===== src/rtl/core_irq_pkg.sv =====
// Shared constants for the interrupt router: status-word bit positions,
// register-map offsets and field widths. Assumes at most four cores, since
// each per-core register bank spans 16 bytes.
package core_irq_pkg;
    localparam int LOCAL_SRCS = 4;
    localparam int WORD_W     = 32;
    localparam int ADDR_W     = 8;
    localparam int ROUTE_W    = 2;
    localparam int EN_W       = 2 * LOCAL_SRCS;

    localparam int BIT_TMR0   = 0;
    localparam int BIT_MBX0   = 4;
    localparam int BIT_SHARED = 8;
    localparam int BIT_LTIMER = 11;

    localparam logic [ADDR_W-1:0] OFS_SHARED_ROUTE = 8'h0C;
    localparam logic [ADDR_W-1:0] OFS_LT_ROUTE     = 8'h24;
    localparam logic [3:0]        BANK_TMR_EN      = 4'h4;
    localparam logic [3:0]        BANK_MBX_EN      = 4'h5;
    localparam logic [3:0]        BANK_IRQ_ST      = 4'h6;
    localparam logic [3:0]        BANK_FIQ_ST      = 4'h7;

    typedef logic [EN_W-1:0]   en_reg_t;
    typedef logic [WORD_W-1:0] word_t;
endpackage


===== src/rtl/cir_en_split.sv =====
// Splits N pending sources into IRQ and FIQ requests by an enable register.
// Bit n enables IRQ and bit n+N enables FIQ; FIQ takes precedence.
// Purely combinational.
module cir_en_split #(
    parameter int N = 4
) (
    input  logic [2*N-1:0] en,
    input  logic [N-1:0]   pend,
    output logic [N-1:0]   to_irq,
    output logic [N-1:0]   to_fiq
);
    for (genvar j = 0; j < N; j++) begin : g_src
        // one source: FIQ enable dominates, IRQ only when FIQ is off
        always_comb begin
            to_fiq[j] = pend[j] & en[N+j];
            to_irq[j] = pend[j] & en[j] & ~en[N+j];
        end
    end
endmodule


===== src/rtl/cir_lane.sv =====
// One core's slice of the router: builds the IRQ and FIQ status words from
// the core's local sources and the shared routes, and registers the two
// output lines. Assumes route fields are ROUTE_W bits wide.
module cir_lane
    import core_irq_pkg::*;
#(
    parameter int CORE_IDX = 0
) (
    input  logic                  clk,
    input  logic                  rst_n,
    input  en_reg_t               tmr_en,
    input  en_reg_t               mbx_en,
    input  logic [LOCAL_SRCS-1:0] tmr_req,
    input  logic [LOCAL_SRCS-1:0] mbx_pend,
    input  logic                  shared_irq,
    input  logic                  shared_fiq,
    input  logic [ROUTE_W-1:0]    shared_irq_tgt,
    input  logic [ROUTE_W-1:0]    shared_fiq_tgt,
    input  logic                  ltimer_req,
    input  logic [ROUTE_W:0]      lt_route,
    output word_t                 irq_word,
    output word_t                 fiq_word,
    output logic                  irq_o,
    output logic                  fiq_o
);
    localparam logic [ROUTE_W-1:0] MY_IDX = ROUTE_W'(CORE_IDX);

    logic [LOCAL_SRCS-1:0] tmr_irq, tmr_fiq, mbx_irq, mbx_fiq;
    logic                  lt_here;

    cir_en_split #(.N(LOCAL_SRCS)) u_tmr (
        .en(tmr_en), .pend(tmr_req), .to_irq(tmr_irq), .to_fiq(tmr_fiq)
    );
    cir_en_split #(.N(LOCAL_SRCS)) u_mbx (
        .en(mbx_en), .pend(mbx_pend), .to_irq(mbx_irq), .to_fiq(mbx_fiq)
    );

    // decide whether the local-timer request is routed to this core
    always_comb lt_here = ltimer_req && (lt_route[ROUTE_W-1:0] == MY_IDX);

    // assemble both status words at their fixed bit positions
    always_comb begin
        irq_word = '0;
        fiq_word = '0;
        irq_word[BIT_TMR0 +: LOCAL_SRCS] = tmr_irq;
        fiq_word[BIT_TMR0 +: LOCAL_SRCS] = tmr_fiq;
        irq_word[BIT_MBX0 +: LOCAL_SRCS] = mbx_irq;
        fiq_word[BIT_MBX0 +: LOCAL_SRCS] = mbx_fiq;
        irq_word[BIT_SHARED] = shared_irq && (shared_irq_tgt == MY_IDX);
        fiq_word[BIT_SHARED] = shared_fiq && (shared_fiq_tgt == MY_IDX);
        irq_word[BIT_LTIMER] = lt_here && !lt_route[ROUTE_W];
        fiq_word[BIT_LTIMER] = lt_here && lt_route[ROUTE_W];
    end

    // register the output lines so they cannot glitch
    always_ff @(posedge clk) begin
        if (!rst_n) begin
            irq_o <= 1'b0;
            fiq_o <= 1'b0;
        end else begin
            irq_o <= |irq_word;
            fiq_o <= |fiq_word;
        end
    end

    for (genvar j = 0; j < LOCAL_SRCS; j++) begin : g_chk

        tmr_fiq_wins_chk: assert property (@(posedge clk) disable iff (!rst_n)
            tmr_en[LOCAL_SRCS+j] |-> !irq_word[BIT_TMR0+j]);

        mbx_fiq_wins_chk: assert property (@(posedge clk) disable iff (!rst_n)
            mbx_en[LOCAL_SRCS+j] |-> !irq_word[BIT_MBX0+j]);
    end


    spare_bits_zero_chk: assert property (@(posedge clk) disable iff (!rst_n)
        (irq_word[WORD_W-1:BIT_LTIMER+1] == '0) && (fiq_word[BIT_LTIMER-1:BIT_SHARED+1] == '0));

    irq_line_high_chk: assert property (@(posedge clk) disable iff (!rst_n)
        (irq_word != '0) |=> irq_o);

    irq_line_low_chk: assert property (@(posedge clk) disable iff (!rst_n)
        (irq_word == '0) |=> !irq_o);

    fiq_line_high_chk: assert property (@(posedge clk) disable iff (!rst_n)
        (fiq_word != '0) |=> fiq_o);

    fiq_line_low_chk: assert property (@(posedge clk) disable iff (!rst_n)
        (fiq_word == '0) |=> !fiq_o);
endmodule


===== src/rtl/cir_regbank.sv =====
// Register bank of the router: decodes single-cycle 32-bit accesses, holds
// the routing and enable registers, and returns read data combinationally.
// Assumes 32-bit aligned offsets; misaligned or unmapped ones are ignored.
module cir_regbank
    import core_irq_pkg::*;
#(
    parameter int NUM_CORES = 4
) (
    input  logic                             clk,
    input  logic                             rst_n,
    input  logic                             bus_valid,
    input  logic                             bus_write,
    input  logic [ADDR_W-1:0]                bus_addr,
    input  word_t                            bus_wdata,
    output word_t                            bus_rdata,
    input  logic [NUM_CORES-1:0][WORD_W-1:0] irq_words,
    input  logic [NUM_CORES-1:0][WORD_W-1:0] fiq_words,
    output logic [NUM_CORES-1:0][EN_W-1:0]   tmr_en_q,
    output logic [NUM_CORES-1:0][EN_W-1:0]   mbx_en_q,
    output logic [ROUTE_W-1:0]               shared_irq_tgt_q,
    output logic [ROUTE_W-1:0]               shared_fiq_tgt_q,
    output logic [ROUTE_W:0]                 lt_route_q
);
    localparam int IDX_W = 2;

    logic             aligned, idx_ok, rd_en, wr_en;
    logic [3:0]       bank;
    logic [IDX_W-1:0] idx;
    logic             hit_shared, hit_lt, hit_tmr, hit_mbx, hit_irq, hit_fiq;
    logic             cfg_hit;

    // split the offset into bank and core index and classify it
    always_comb begin
        aligned    = (bus_addr[1:0] == 2'b00);
        bank       = bus_addr[7:4];
        idx        = bus_addr[3:2];
        idx_ok     = (int'(idx) < NUM_CORES);
        rd_en      = bus_valid && !bus_write;
        wr_en      = bus_valid && bus_write;
        hit_shared = (bus_addr == OFS_SHARED_ROUTE);
        hit_lt     = (bus_addr == OFS_LT_ROUTE);
        hit_tmr    = aligned && idx_ok && (bank == BANK_TMR_EN);
        hit_mbx    = aligned && idx_ok && (bank == BANK_MBX_EN);
        hit_irq    = aligned && idx_ok && (bank == BANK_IRQ_ST);
        hit_fiq    = aligned && idx_ok && (bank == BANK_FIQ_ST);
        cfg_hit    = hit_shared || hit_lt || hit_tmr || hit_mbx;
    end

    // store writes into the implemented low bits of each register
    always_ff @(posedge clk) begin
        if (!rst_n) begin
            tmr_en_q         <= '0;
            mbx_en_q         <= '0;
            shared_irq_tgt_q <= '0;
            shared_fiq_tgt_q <= '0;
            lt_route_q       <= '0;
        end else if (wr_en) begin
            if (hit_shared) begin
                shared_irq_tgt_q <= bus_wdata[ROUTE_W-1:0];
                shared_fiq_tgt_q <= bus_wdata[2*ROUTE_W-1:ROUTE_W];
            end
            if (hit_lt)  lt_route_q    <= bus_wdata[ROUTE_W:0];
            if (hit_tmr) tmr_en_q[idx] <= bus_wdata[EN_W-1:0];
            if (hit_mbx) mbx_en_q[idx] <= bus_wdata[EN_W-1:0];
        end
    end

    // select the read data for the addressed register, zero otherwise
    always_comb begin
        bus_rdata = '0;
        if (rd_en) begin
            if (hit_shared)   bus_rdata[2*ROUTE_W-1:0] = {shared_fiq_tgt_q, shared_irq_tgt_q};
            else if (hit_lt)  bus_rdata[ROUTE_W:0]     = lt_route_q;
            else if (hit_tmr) bus_rdata[EN_W-1:0]      = tmr_en_q[idx];
            else if (hit_mbx) bus_rdata[EN_W-1:0]      = mbx_en_q[idx];
            else if (hit_irq) bus_rdata                = irq_words[idx];
            else if (hit_fiq) bus_rdata                = fiq_words[idx];
        end
    end

    logic [2*NUM_CORES*EN_W+2*ROUTE_W+ROUTE_W:0] cfg_flat;
    // gather all configuration state for the stability check
    always_comb cfg_flat = {tmr_en_q, mbx_en_q, shared_irq_tgt_q, shared_fiq_tgt_q, lt_route_q};


    unmapped_read_zero_chk: assert property (@(posedge clk) disable iff (!rst_n)
        (rd_en && !cfg_hit && !hit_irq && !hit_fiq) |-> (bus_rdata == '0));

    unmapped_write_inert_chk: assert property (@(posedge clk) disable iff (!rst_n)
        (wr_en && !cfg_hit) |=> $stable(cfg_flat));

    for (genvar c = 0; c < NUM_CORES; c++) begin : g_chk

        tmr_low_byte_chk: assert property (@(posedge clk) disable iff (!rst_n)
            (wr_en && bus_addr == ADDR_W'(8'h40 + 4*c)) |=> (tmr_en_q[c] == $past(bus_wdata[EN_W-1:0])));

        mbx_low_byte_chk: assert property (@(posedge clk) disable iff (!rst_n)
            (wr_en && bus_addr == ADDR_W'(8'h50 + 4*c)) |=> (mbx_en_q[c] == $past(bus_wdata[EN_W-1:0])));
    end
endmodule


===== src/rtl/core_irq_router.sv =====
// Top of the multi-core interrupt router: one register bank plus one lane
// per core. Assumes NUM_CORES is between 1 and 4.
module core_irq_router
    import core_irq_pkg::*;
#(
    parameter int NUM_CORES = 4
) (
    input  logic                            clk,
    input  logic                            rst_n,
    input  logic                            bus_valid,
    input  logic                            bus_write,
    input  logic [7:0]                      bus_addr,
    input  logic [31:0]                     bus_wdata,
    output logic [31:0]                     bus_rdata,
    input  logic [NUM_CORES*LOCAL_SRCS-1:0] tmr_req,
    input  logic [NUM_CORES*LOCAL_SRCS-1:0] mbx_pend,
    input  logic                            shared_irq,
    input  logic                            shared_fiq,
    input  logic                            ltimer_req,
    output logic [NUM_CORES-1:0]            core_irq,
    output logic [NUM_CORES-1:0]            core_fiq
);
    logic [NUM_CORES-1:0][WORD_W-1:0] irq_words, fiq_words;
    logic [NUM_CORES-1:0][EN_W-1:0]   tmr_en_q, mbx_en_q;
    logic [ROUTE_W-1:0]               shared_irq_tgt, shared_fiq_tgt;
    logic [ROUTE_W:0]                 lt_route;
    logic [NUM_CORES-1:0]             col_sh_irq, col_sh_fiq, col_lt_irq, col_lt_fiq;

    cir_regbank #(.NUM_CORES(NUM_CORES)) u_regs (
        .clk(clk), .rst_n(rst_n),
        .bus_valid(bus_valid), .bus_write(bus_write),
        .bus_addr(bus_addr), .bus_wdata(bus_wdata), .bus_rdata(bus_rdata),
        .irq_words(irq_words), .fiq_words(fiq_words),
        .tmr_en_q(tmr_en_q), .mbx_en_q(mbx_en_q),
        .shared_irq_tgt_q(shared_irq_tgt), .shared_fiq_tgt_q(shared_fiq_tgt),
        .lt_route_q(lt_route)
    );

    for (genvar c = 0; c < NUM_CORES; c++) begin : g_lane
        cir_lane #(.CORE_IDX(c)) u_lane (
            .clk(clk), .rst_n(rst_n),
            .tmr_en(tmr_en_q[c]), .mbx_en(mbx_en_q[c]),
            .tmr_req(tmr_req[c*LOCAL_SRCS +: LOCAL_SRCS]),
            .mbx_pend(mbx_pend[c*LOCAL_SRCS +: LOCAL_SRCS]),
            .shared_irq(shared_irq), .shared_fiq(shared_fiq),
            .shared_irq_tgt(shared_irq_tgt), .shared_fiq_tgt(shared_fiq_tgt),
            .ltimer_req(ltimer_req), .lt_route(lt_route),
            .irq_word(irq_words[c]), .fiq_word(fiq_words[c]),
            .irq_o(core_irq[c]), .fiq_o(core_fiq[c])
        );
        // collect the shared-source columns across lanes for the checks
        always_comb begin
            col_sh_irq[c] = irq_words[c][BIT_SHARED];
            col_sh_fiq[c] = fiq_words[c][BIT_SHARED];
            col_lt_irq[c] = irq_words[c][BIT_LTIMER];
            col_lt_fiq[c] = fiq_words[c][BIT_LTIMER];
        end
    end


    shared_irq_single_chk: assert property (@(posedge clk) disable iff (!rst_n)
        ($countones(col_sh_irq) == int'(shared_irq)) && $onehot0(col_sh_irq));

    shared_fiq_single_chk: assert property (@(posedge clk) disable iff (!rst_n)
        ($countones(col_sh_fiq) == int'(shared_fiq)));

    ltimer_single_chk: assert property (@(posedge clk) disable iff (!rst_n)
        ($countones({col_lt_irq, col_lt_fiq}) == int'(ltimer_req)));
endmodule


===== config.mk =====
export PLATFORM = sky130hd
export DESIGN_NAME = core_irq_router
export DESIGN_NICKNAME = d
export VERILOG_FILES = /design/src/rtl/core_irq_pkg.sv /design/src/rtl/cir_en_split.sv /design/src/rtl/cir_lane.sv /design/src/rtl/cir_regbank.sv /design/src/rtl/core_irq_router.sv
export SDC_FILE = /design/constraint.sdc
export NUM_CORES = 1
export LEC_CHECK = 0
export ABC_AREA = 1
export ABC_CLOCK_PERIOD_IN_PS = 2100
export CAP_MARGIN = 40
export CORE_MARGIN = 8
export CORE_UTILIZATION = 55
export CTS_CLUSTER_DIAMETER = 200
export CTS_CLUSTER_SIZE = 12
export DETAILED_ROUTE_END_ITERATION = 7
export PLACE_DENSITY_LB_ADDON = 0.08
export SETUP_SLACK_MARGIN = 0.4
export SYNTH_ARGS = -nofsm -noshare
export SYNTH_HDL_FRONTEND = slang
export SYNTH_SLANG_ARGS = --single-unit

===== constraint.sdc =====
create_clock -name clk -period 2.1 [get_ports clk]
set_clock_uncertainty 0.05 [all_clocks]
set_input_delay 0.21 -clock clk [delete_from_list [all_inputs] [get_ports clk]]
set_output_delay 0.21 -clock clk [all_outputs]
set_load 0.02 [all_outputs]

## Word-level counts from Yosys, hierarchy flattened

Index checks and enable logic that the tools add are counted.

- Register bits after elaboration: 79
- Output and inout port bits: 40

- Magnitude comparators: 2
- Reductions and logical operators: 45
- Equality and inequality tests: 15
- Bitwise logic cells: 128
- Multiplexer cells: 23

Operators by type and width:

| cell | count |
|---|---|
| 2-to-1 mux 32 bit | 5 |
| binary-select mux 32 bit (select 2 bit) | 2 |
| bitwise AND 1 bit | 96 |
| OR reduction 10 bit | 8 |
| bitwise mux 32 bit | 2 |
| 2-to-1 mux 24 bit | 2 |
| 2-to-1 mux 8 bit | 5 |
| binary-select mux 8 bit (select 2 bit) | 2 |
| NOT 1 bit | 32 |
| 2-to-1 mux 29 bit | 1 |
| 2-to-1 mux 28 bit | 1 |
| logical AND 1 bit | 27 |
| demux 8 bit (select 2 bit) | 1 |
| == test 4 x 3 -> 1 bit (second input constant) | 4 |
| == test 2 bit (second input constant) | 6 |
| == test 8 x 4 -> 1 bit (second input constant) | 1 |
| == test 8 x 6 -> 1 bit (second input constant) | 1 |
| zero test 2 bit | 4 |
| AND reduction 2 bit | 4 |
| == test 2 x 1 -> 1 bit (second input constant) | 3 |
| 2-to-1 mux 4 bit | 1 |
| less-than comparator 2 x 3 -> 1 bit (second input constant) | 1 |
| 2-to-1 mux 3 bit | 1 |
| >= comparator 2 x 1 -> 1 bit (second input constant) | 1 |
| zero test 1 bit | 2 |

## Depth between registers and ports, before layout

- Depth after elaboration: 12
- Mapped depth: 12

## Hierarchy

From an unflattened synthesis, not the netlist that was laid out.

- Cells, all modules: 1376
- Area total of the unflattened synthesis: 8120.3 µm²

By module, submodules not included:

| module | cells each | area each (µm²) | instances |
|---|---|---|---|
| cir_regbank | 931 | 5507.8 | 1 |
| cir_lane (g_lane[1].u_lane ...) | 77 | 505.5 | 2 |
| cir_en_split | 16 | 70.1 | 8 |
| cir_lane (g_lane[0].u_lane) | 86 | 538.0 | 1 |
| cir_lane (g_lane[3].u_lane) | 77 | 503.0 | 1 |

## Worst setup path before layout

Ideal clock, no wire load.

- Path type: input to output
- From: input port bus_addr[3]
- To: output port bus_rdata[4]
- Arrival: 1458 ps
- Stages on the path: 8
- Data required time: 1840 ps
- Setup slack: 382 ps
- Cell sequence: buf_4 > nand2_2 > inv_2 > buf_2 > nand2_1 > nand4_1 > or2_2 > a21oi_1

- Word-level cells in the longest chain between the ends: 9
- Elaborated cells on any way between the ends: 17
- Those cells by class: eq/ne: 2; mux: 15

Ends and longest elaborated chain:

| item | RTL line | source |
|---|---|---|
| start: declaration | core_irq_router.sv:12 | `input logic [7:0] bus_addr,` |
| binary-select mux 32 bit (select 2 bit) | cir_regbank.sv:77 | `else if (hit_fiq) bus_rdata = fiq_words[idx];` |
| 2-to-1 mux 32 bit (implied by the code) | cir_regbank.sv:77 |  |
| 2-to-1 mux 32 bit | cir_regbank.sv:77 |  |
| 2-to-1 mux 32 bit | cir_regbank.sv:76 | `else if (hit_irq) bus_rdata = irq_words[idx];` |
| 2-to-1 mux 8 bit | cir_regbank.sv:75 | `else if (hit_mbx) bus_rdata[EN_W-1:0] = mbx_en_q[idx];` |
| 2-to-1 mux 8 bit | cir_regbank.sv:74 | `else if (hit_tmr) bus_rdata[EN_W-1:0] = tmr_en_q[idx];` |
| 2-to-1 mux 29 bit | cir_regbank.sv:73 | `else if (hit_lt) bus_rdata[ROUTE_W:0] = lt_route_q;` |
| 2-to-1 mux 28 bit (*) | cir_regbank.sv:72 | `if (hit_shared) bus_rdata[2*ROUTE_W-1:0] = {shared_fiq_tgt_q, shared_irq_tgt_q};` |
| 2-to-1 mux 32 bit (*) | cir_regbank.sv:71 | `if (rd_en) begin` |
| end: declaration | core_irq_router.sv:14 | `output logic [31:0] bus_rdata,` |

Mark *: on every way between the ends. The rest lies on a longest branch, timed or not. The select of a mux whose other input is x is not followed.

## Final worst setup path

- From: register u_regs.mbx_en_q[17] (netlist bit)
- To: output port bus_rdata[1]

- Word-level cells in the longest chain between the ends: 7

Ends and longest elaborated chain:

| item | RTL line | source |
|---|---|---|
| start: declaration | cir_regbank.sv:19 | `output logic [NUM_CORES-1:0][EN_W-1:0] mbx_en_q,` |
| start signal: indexed assignment | cir_regbank.sv:64 | `if (hit_mbx) mbx_en_q[idx] <= bus_wdata[EN_W-1:0];` |
| binary-select mux 8 bit (select 2 bit) | cir_regbank.sv:75 |  |
| 2-to-1 mux 8 bit (implied by the code) | cir_regbank.sv:75 |  |
| 2-to-1 mux 8 bit | cir_regbank.sv:75 |  |
| 2-to-1 mux 8 bit | cir_regbank.sv:74 |  |
| 2-to-1 mux 3 bit | cir_regbank.sv:73 |  |
| 2-to-1 mux 4 bit | cir_regbank.sv:72 |  |
| 2-to-1 mux 32 bit | cir_regbank.sv:71 |  |

No other way between the ends. The select of a mux whose other input is x is not followed.

==> results.sh <==
export IMPL_global_route_usage_total_pct=37.15
export IMPL_number_of_vias_per_cell_after_detailed_routing=6.413
export IMPL_ys_top_cells_by_area="sky130_fd_sc_hd__dfxtp_1 (31%), sky130_fd_sc_hd__nand2_1 (19%), sky130_fd_sc_hd__a21oi_1 (8.8%)"
export IMPL_synth_cell_area_um2=5129
export IMPL_yosys_area_share_simple_pct=36.77
export IMPL_worst_path_buf_inv=3
export IMPL_worst_path_largest_cell_delay_ns=0.40
export IMPL_drt_antenna_violating_nets=0
export IMPL_critical_path_top_delay_family="simple AND/OR/NAND/NOR gates"
export IMPL_report_final_slew_viol_count=0
export IMPL_status="finished with violations"
export IMPL_postSynthAreaPerCell_um2=6.091
export IMPL_synth_top_family_by_area="simple AND/OR/NAND/NOR gates"
export IMPL_floorplan_rows=35
export IMPL_fin_nets=1151
export IMPL_slew_limit_headroom_pct=52.11
export IMPL_gr_total_overflow=0
export IMPL_hold_viol_final=0
export IMPL_die_area_um2=12670
export IMPL_antenna_found_initial=0
export IMPL_vdd_drop_max_mv=0.4936
export IMPL_synth_xor_xnor_area_share_pct=0
export IMPL_maximum_number_of_pins_on_one_net_before_global_route_repair=37
export IMPL_synth_commonest_cells="sky130_fd_sc_hd__nand2_1 (258), sky130_fd_sc_hd__a21oi_1 (90), sky130_fd_sc_hd__nand3_1 (84)"
export IMPL_die_w_um=112.6
export IMPL_fillCellCount=449
export IMPL_total_power_w=0.003435
export IMPL_layoutNonFillerInstCount=1187
export IMPL_timing_critical_path_arrival_ns=1.69
export IMPL_vias_in_the_first_global_route=6960
export IMPL_setup_worst_path_class="reg2out"
export IMPL_cpMostUsedCell="sky130_fd_sc_hd__nand2_1"
export IMPL_drv_max_cap_violation_count=0
export IMPL_number_of_cts_inserted_buffers=9
export IMPL_dp_final_hpwl_mm=17.00
export IMPL_setup_tns_ns=0
export IMPL_muxShareOfSynthArea_pct=0
export IMPL_io_buffer_count=72
export IMPL_antenna_diode_count=0
export IMPL_clock_sinks=79
export IMPL_start_util_pct=56.04
export IMPL_drt_total_wl_mm=26.28
export IMPL_clkTransAtPathRegs_ns=0.09
export IMPL_worstPathRequired_ns=1.84
export IMPL_power_static_leakage_nw=3.493
export IMPL_clock_root_cell="sky130_fd_sc_hd__clkbuf_8"
export IMPL_synth_async_reset_ratio_pct=0
export IMPL_drive_gt1_share_pct=40.15
export IMPL_io_pins=119
export IMPL_synthesized_area_fraction_occupied_by_ao_oa_aoi_and_oai_cells_pct=17.93
export IMPL_yosys_cell_count_top_type="sky130_fd_sc_hd__nand2_1"
export IMPL_failed_checks="design-rule violations"
export IMPL_floorplan_die_height_um=112.6
export IMPL_h_tree_depth=3
export IMPL_unrepaired_setup_endpoints_after_global_routing="true"
export IMPL_detailedRoute_firstIterationViolations=1338
export IMPL_route_vias_total=7612
export IMPL_drt_pass1_iter_count=8
export IMPL_clkLatencyLatePin_ns=0.37
export IMPL_cts_root_to_sink_buffers=2
export IMPL_timing_fmax_ghz=0.5115
export IMPL_placed_cells_incl_taps=1118
export IMPL_cpMaxStageDelayCell="sky130_fd_sc_hd__dfxtp_1"
export IMPL_setup_worst_path_end_class="primary output"
export IMPL_synth_seq_cells=79
export IMPL_power_per_cell_area_nw_per_um2=419.7
export IMPL_final_period_utilization_pct=93.09
export IMPL_wl_per_cell_um=22.14
export IMPL_synthesis_instances=842
export IMPL_post_synth_top_area_share_pct=30.84
export IMPL_yosys_warnings=0
export IMPL_synth_enable_flop_cells=0
export IMPL_timing_critical_path_from_type="flop"
export IMPL_area_growth_pct=59.58
export IMPL_tightestPinTransition_ns=0.7161
export IMPL_count_of_cell_types_in_the_netlist=33
export IMPL_cts_tree="done"
export IMPL_setup_viol=0
export IMPL_core_area_um2=9153
export IMPL_ys_dominant_reg_cell="sky130_fd_sc_hd__dfxtp_1"
export IMPL_cp_cell_instances="inv_1 > nand2_1 > nand2_1 > nor2_1 > nand2_1 > nand2_1 > nand2_1 > nand3_1 > nand2_2 > inv_2 > buf_6"
export IMPL_synth_seq_area_share_pct=30.84
export IMPL_place_gp_congestion=1.067
export IMPL_post_route_drc_count=20
export IMPL_wire_length_of_the_first_global_routing_pass_mm=36.87
export IMPL_hp_class="in2reg"
export IMPL_synthAdderAreaFrac_pct=0
export IMPL_synth_area_leader_cell="sky130_fd_sc_hd__dfxtp_1"
export IMPL_critical_path_max_fanout=2
export IMPL_final_min_clock_period_ns=1.955
per-layer routing:
| metal | part of all wire, % | wire length, um | global-route usage [%] | up-vias |
|---|---|---|---|---|
| met2 | 43 | 11250 | 56.70 | 782 |
| met1 | 34 | 8890 | 44.67 | 3420 |
| li1 | - | - | - | 3184 |
| met4 | 7.4 | 1940 | 20.95 | 0 |
| met3 | 16 | 4202 | 12.72 | 226 |
| met5 | 0 | 0 | 0 | - |
repair_timing:
action / CTS / global route
pin swaps: 62 / 63
setup endpoints to repair: 74 / 61
gates cloned: 2 / 1
endpoints found under the hold margin: 0 / 0
setup buffers: 40 / 11
resized for setup: 263 / 122
hold buffers: 0 / 0
through the flow:
stage / area, um2 / utilization, % / setup slack, ns / hold slack (ns)
floorplan: 5211 / - / 0.4379 / 0.2984
finish: 8184 / 89.42 / 0.1450 / 0.4241
detailed placement: 6774 / 74.01 / -0.8149 / 0.4074
global route: 8184 / 89.42 / 0.08621 / 0.4540
global placement: 6774 / 74.01 / -0.7490 / 0.4072
CTS: 7767 / 84.87 / 0.2406 / 0.4205
cells by family after synthesis:
family | Yosys count
AO/OA/AOI/OAI | 169
flip-flops | 79
AND/OR/NAND/NOR | 440
other | 1
buffers and inverters | 153
worst reg2reg max path, cell delays in order, from the launching register on:
cell	delay [ns]
sky130_fd_sc_hd__dfxtp_4	0.38
sky130_fd_sc_hd__nand2_4	0.07
sky130_fd_sc_hd__buf_6	0.11
sky130_fd_sc_hd__buf_4	0.12
sky130_fd_sc_hd__buf_4	0.12
sky130_fd_sc_hd__buf_6	0.10
sky130_fd_sc_hd__buf_6	0.10
sky130_fd_sc_hd__buf_6	0.11
sky130_fd_sc_hd__buf_6	0.10
sky130_fd_sc_hd__buf_6	0.10
sky130_fd_sc_hd__nand4_1	0.12
sky130_fd_sc_hd__nor2_2	0.06
sky130_fd_sc_hd__a21oi_2	0.11
sequential cells by signal (all words and copies together), names as in the netlist:
signal                   count
u_regs.shared_irq_tgt_q      2
u_regs.lt_route_q            3
u_regs.mbx_en_q             32
u_regs.tmr_en_q             32
g_lane.u_lane.fiq_o          4
g_lane.u_lane.irq_o          4
u_regs.shared_fiq_tgt_q      2
where the power goes:
part           switching (W)  internal [W]
sequential        0.00000223       0.00149
clock               0.000648      0.000552
combinational       0.000447      0.000300
final timing paths:
check,from,to,slack [ns],depth (start not counted)
min,shared_fiq,g_lane[1].u_lane.fiq_o,0.42,6
max,u_regs.mbx_en_q[17],bus_rdata[1],0.15,11
max reg2reg,u_regs.mbx_en_q[14],g_lane[1].u_lane.fiq_o,0.39,12
min reg2reg,u_regs.tmr_en_q[10],u_regs.tmr_en_q[10],0.44,2
placed cells by master (no fill, tap or decap), drive strengths merged, types with 4 or more instances in the layout:
cell / n
clkbuf: 13
a22oi: 4
conb: 22
nand2: 259
buf: 204
dfxtp: 79
nor2: 64
o21ai: 52
inv: 87
nor3: 5
a21oi: 90
dlygate4sd2: 7
o22ai: 4
nand3: 85
dlymetal6s2s: 4
nand4: 22
o2111ai: 10
clkdlybuf4s50: 45
area by class of cell:
type / count / area [um2] / area share [%]
Clock buffer: 9 / 123.9 / 1.514
Clock inverter: 6 / 70.07 / 0.8561
Inverter: 86 / 362.8 / 4.434
Multi-Input combinational cell: 631 / 3420 / 41.78
Sequential cell: 79 / 1672 / 20.42
Tap cell: 111 / 138.9 / 1.697
Timing Repair Buffer: 265 / 2397 / 29.29
Note: power is estimated with default switching activity, not from simulation.
